$ cat src/rtl/edge_watch_pkg.sv
package edge_watch_pkg;

  // Decide whether a transition from prv to cur counts for one pin.
  function automatic logic edge_counts(logic both, logic rise_sel, logic cur, logic prv);
    logic moved;
    moved = cur ^ prv;
    if (!moved) return 1'b0;
    if (both) return 1'b1;
    return rise_sel ? cur : prv;
  endfunction

  // Next value of a sticky flag given a clear request and a new hit.
  function automatic logic flag_next(logic flag, logic clr, logic hit);
    return (flag & ~clr) | hit;
  endfunction

endpackage

$ cat src/rtl/ew_sync.sv
module ew_sync #(
  parameter int W      = 4,
  parameter int STAGES = 2
) (
  input  logic         clk,
  input  logic         rst_n,
  input  logic [W-1:0] d,
  output logic [W-1:0] q
);
  localparam int LAST = STAGES - 1;

  logic [W-1:0] stg [STAGES];

  always_ff @(posedge clk or negedge rst_n) begin
    if (!rst_n) begin
      for (int i = 0; i < STAGES; i++) stg[i] <= '0;
    end else begin
      stg[0] <= d;
      for (int i = 1; i < STAGES; i++) stg[i] <= stg[i-1];
    end
  end

  assign q = stg[LAST];

  generate
    for (genvar g = 1; g < STAGES; g++) begin : g_chk
      assert_sync_shift_R2: assert property (@(posedge clk) disable iff (!rst_n)
        stg[g] == $past(stg[g-1]));
    end
  endgenerate

endmodule

$ cat src/rtl/ew_edge_cell.sv
module ew_edge_cell
  import edge_watch_pkg::*;
(
  input  logic clk,
  input  logic rst_n,
  input  logic lvl,
  input  logic both,
  input  logic rise_sel,
  input  logic clr,
  output logic hit,
  output logic flag
);
  logic prv;

  assign hit = edge_counts(both, rise_sel, lvl, prv);

  always_ff @(posedge clk or negedge rst_n) begin
    if (!rst_n) begin
      prv  <= 1'b0;
      flag <= 1'b0;
    end else begin
      prv  <= lvl;
      flag <= flag_next(flag, clr, hit);
    end
  end

  assert_hit_moves_R3: assert property (@(posedge clk) disable iff (!rst_n)
    hit |-> (lvl != prv));
  assert_hit_sets_R8: assert property (@(posedge clk) disable iff (!rst_n)
    hit |=> flag);
  assert_rise_only_R4: assert property (@(posedge clk) disable iff (!rst_n)
    (!both && rise_sel && !lvl) |-> !hit);
  assert_fall_only_R5: assert property (@(posedge clk) disable iff (!rst_n)
    (!both && !rise_sel && lvl) |-> !hit);
  assert_sticky_R6: assert property (@(posedge clk) disable iff (!rst_n)
    (flag && !clr) |=> flag);
  assert_clear_R7: assert property (@(posedge clk) disable iff (!rst_n)
    (clr && !hit) |=> !flag);
  assert_no_stray_R10: assert property (@(posedge clk) disable iff (!rst_n)
    (!flag && !hit) |=> !flag);

endmodule

$ cat src/rtl/edge_watch.sv
module edge_watch #(
  parameter int N_IN        = 4,
  parameter int SYNC_STAGES = 2
) (
  input  logic              clk,
  input  logic              rst_n,
  input  logic [N_IN-1:0]   pin_i,
  input  logic [N_IN-1:0]   cfg_both_i,
  input  logic [N_IN-1:0]   cfg_rise_i,
  input  logic [N_IN-1:0]   cfg_en_i,
  input  logic              flags_rd_i,
  output logic [2*N_IN-1:0] status_o,
  output logic              irq_o
);
  localparam int SW = 2 * N_IN;

  logic [N_IN-1:0] lvl;
  logic [N_IN-1:0] hits;
  logic [N_IN-1:0] flags;

  ew_sync #(.W(N_IN), .STAGES(SYNC_STAGES)) u_sync (
    .clk(clk), .rst_n(rst_n), .d(pin_i), .q(lvl)
  );

  generate
    for (genvar b = 0; b < N_IN; b++) begin : g_cell
      ew_edge_cell u_cell (
        .clk(clk), .rst_n(rst_n), .lvl(lvl[b]), .both(cfg_both_i[b]),
        .rise_sel(cfg_rise_i[b]), .clr(flags_rd_i), .hit(hits[b]), .flag(flags[b])
      );
    end
  endgenerate

  assign status_o = {flags, lvl};
  assign irq_o    = |(flags & cfg_en_i);

  assert_irq_needs_flag_R9: assert property (@(posedge clk) disable iff (!rst_n)
    irq_o |-> (status_o[SW-1:N_IN] != '0));
  assert_read_drops_irq_R7: assert property (@(posedge clk) disable iff (!rst_n)
    (flags_rd_i && hits == '0) |=> !irq_o);

endmodule

$ cat config.mk
export PLATFORM = sky130hd
export DESIGN_NAME = edge_watch
export DESIGN_NICKNAME = d
export VERILOG_FILES = /design/src/rtl/edge_watch_pkg.sv /design/src/rtl/ew_sync.sv /design/src/rtl/ew_edge_cell.sv /design/src/rtl/edge_watch.sv
export SDC_FILE = /design/constraint.sdc
export NUM_CORES = 1
export LEC_CHECK = 0
export BUFFER_PORTS_ARGS = -buffer_cell sky130_fd_sc_hd__buf_2
export CAP_MARGIN = 25
export CORE_MARGIN = 4
export CORE_UTILIZATION = 45
export CTS_BUF_LIST = sky130_fd_sc_hd__clkbuf_4 sky130_fd_sc_hd__clkbuf_8
export CTS_CLUSTER_DIAMETER = 100
export DETAILED_ROUTE_END_ITERATION = 8
export GPL_TIMING_DRIVEN = 0
export MAX_ROUTING_LAYER = met4
export PLACE_DENSITY = 0.84
export SLEW_MARGIN = 20
export SYNTH_ARGS = -nofsm -noshare
export SYNTH_HDL_FRONTEND = slang
export SYNTH_HIERARCHICAL = 1
export SYNTH_SLANG_ARGS = --single-unit
$ cat constraint.sdc
create_clock -name clk -period 1.5 [get_ports clk]
set_input_delay 0.225 -clock clk [delete_from_list [all_inputs] [get_ports clk]]
set_output_delay 0.225 -clock clk [all_outputs]
set_load 0.01 [all_outputs]
==> results.toml <==
[run_status]
status = "finished, final reports clean"

[logic_synthesis]
avgSynthCellArea_sq_um = 13.9
netlist_area_sq_um = 599
synthCells = 43
yosysWarningCount = 6
synth_nets = 62

[route]
wl_per_cell_um = 10.4
ant_nets = 0
drt_wl_total_um = 915
drc_errors = 0
num_vias = 401
dr.pass1.iters = 2
via_per_inst = 4.56
drtIter0Drc = 1

[global_routing]
grt_pass1_vias = 409
grt_pass1_wl_mm = 1.59
grt_max_degree = 17
grt_antenna_before_repair = 0
track_usage_pct = 11.5
grt_overflow = 0

[sta]
clock_skew_ps = 0.243
hold_violations = 0
tightest_slew_ps = 335
setup_viol = 0
tns_ps = 0
rsz0062_at_grt = "false"
fmax_mhz = 779
slew_viol_final = 0
fin_crit_ps = 1280
whs_ps = 58.0
fin_crit_sh_pct = 85.6
max_slew_margin_pct = 77.6

[final_layout]
drive_above_1_share_pct = 51.4
nNetsFinal = 95
antenna_cells = 0
area_growth_pct = 30.9
fillers = 96

[critical_path]
cp_max_fo = 3
end_kind = "output pin"
arrival_ps = 1060
critPathRequiredTime_ps = 1270
startpoint_type = "flop"
critPathKind = "flop to output pin"

[clock_network]
cts_sinks = 16
tritoncts = "built"
cts_inserted_buffers = 3
htreeDepth = 1
cts_setup_buffers = 0
clk_latency_ps = 270
path_clk_slew_ps = 80
clk_root_buffer_cell = "clkbuf_4"
cts_buffer_depth = 2

[flow_run]
cap_violations = 0

[power_and_ir_drop]
pwr-share-comb_pct = 17.2
p_int_mw = 0.631
power_frac_clock_pct = 24.5
power_density_mw_per_mm2 = 1050
pwr-share-seq_pct = 58.3
finalPower_mw = 0.824
p_leak_nw = 0.409
max-vdd-ir-drop_uv = 603
switchingPower_mw = 0.193
netSwitchingFraction_pct = 23.4

[floorplan]
core.rowCount = 12
core_area_sq_mm = 0.00119
start_util_pct = 50.5
die_w_um = 44.5
die_h_um = 44.5
io_pins = 28
die_area_sq_mm = 0.00198

[placed_design]
port_buffers = 27
routabilityCongestion = 0.653

[hold_path]
hp-class = "input port to flop"
[through the flow]
stage / std cells / setup WS [ps] / utilization, % / cell area [sq um]
3_5_place_dp: 84 / 497 / 63.4 / 752
5_1_grt: 88 / 131 / 66.1 / 785
4_1_cts: 88 / 188 / 66.1 / 785
3_3_place_gp: 84 / 530 / 63.4 / 752
6_report: 88 / 216 / 66.1 / 785
2_1_floorplan: 43 / 582 / - / 599
[routing by layer]
metal	vias up	global-route usage, %	routed length (um)
met5	-	-	0
met4	0	5.42	6
met3	2	3.66	100
met2	19	18.9	446
met1	183	12.4	360
li1	197	-	-
[sequential cells by signal, indices dropped and copies added (netlist names)]
signal,count
u_sync/stg,4
g_cell.u_cell/flag,4
u_sync/q,4
g_cell.u_cell/prv,4
[worst max-delay path: stages, from the launching register on]
cell and delay (ps):
dfrtp_1 400, a22oi_1 190, nand2_1 70, buf_2 140
[cell type report]
type / count / area, sq um / area share [%]
multi-input combinational: 19 / 154 / 19.6
buffer: 4 / 30.0 / 3.83
inverter: 4 / 15.0 / 1.91
sequential: 16 / 400 / 51.0
timing repair buffer: 28 / 145 / 18.5
clock buffer: 3 / 22.5 / 2.87
tap: 14 / 17.5 / 2.23
[power by group through the flow]
stage	clock network, mW	logic (mW)	registers [mW]
floorplan	0	0.0699	0.496
global placement	0	0.138	0.489
detailed placement	0	0.143	0.490
CTS	0.216	0.145	0.481
global route	0.236	0.158	0.485
finish	0.202	0.142	0.480
[cell usage in the layout (no fill, tap or decap)]
cell and instances:
inv_1 4, buf_2 27, xnor2_1 4, dlygate4sd3_1 1, a22oi_1 2, nor2_1 4, clkbuf_4 3, xor2_1 4
dfrtp_1 16, nand2_1 1, o22ai_2 4, buf_4 4
[final timing paths]
check	endpoint	startpoint	slack, ps	cells after the start
max in group asynchronous	g_cell[3].u_cell/prv	rst_n	860	2
min	u_sync/stg[5]	pin_i[1]	60	1
min in group asynchronous	g_cell[0].u_cell/flag	rst_n	390	2
max	irq_o	g_cell[0].u_cell/flag	220	3
max reg2reg	g_cell[0].u_cell/flag	u_sync/q[0]	600	3
min reg2reg	u_sync/q[0]	u_sync/stg[4]	360	0
[repair_timing]
action | CTS | global route
endpoints found under the hold margin | 16 | 0
setup endpoints to repair | 0 | 0
resized for setup | 0 | 0
hold buffers | 1 | 0
Note: power is estimated with default switching activity, not from simulation.
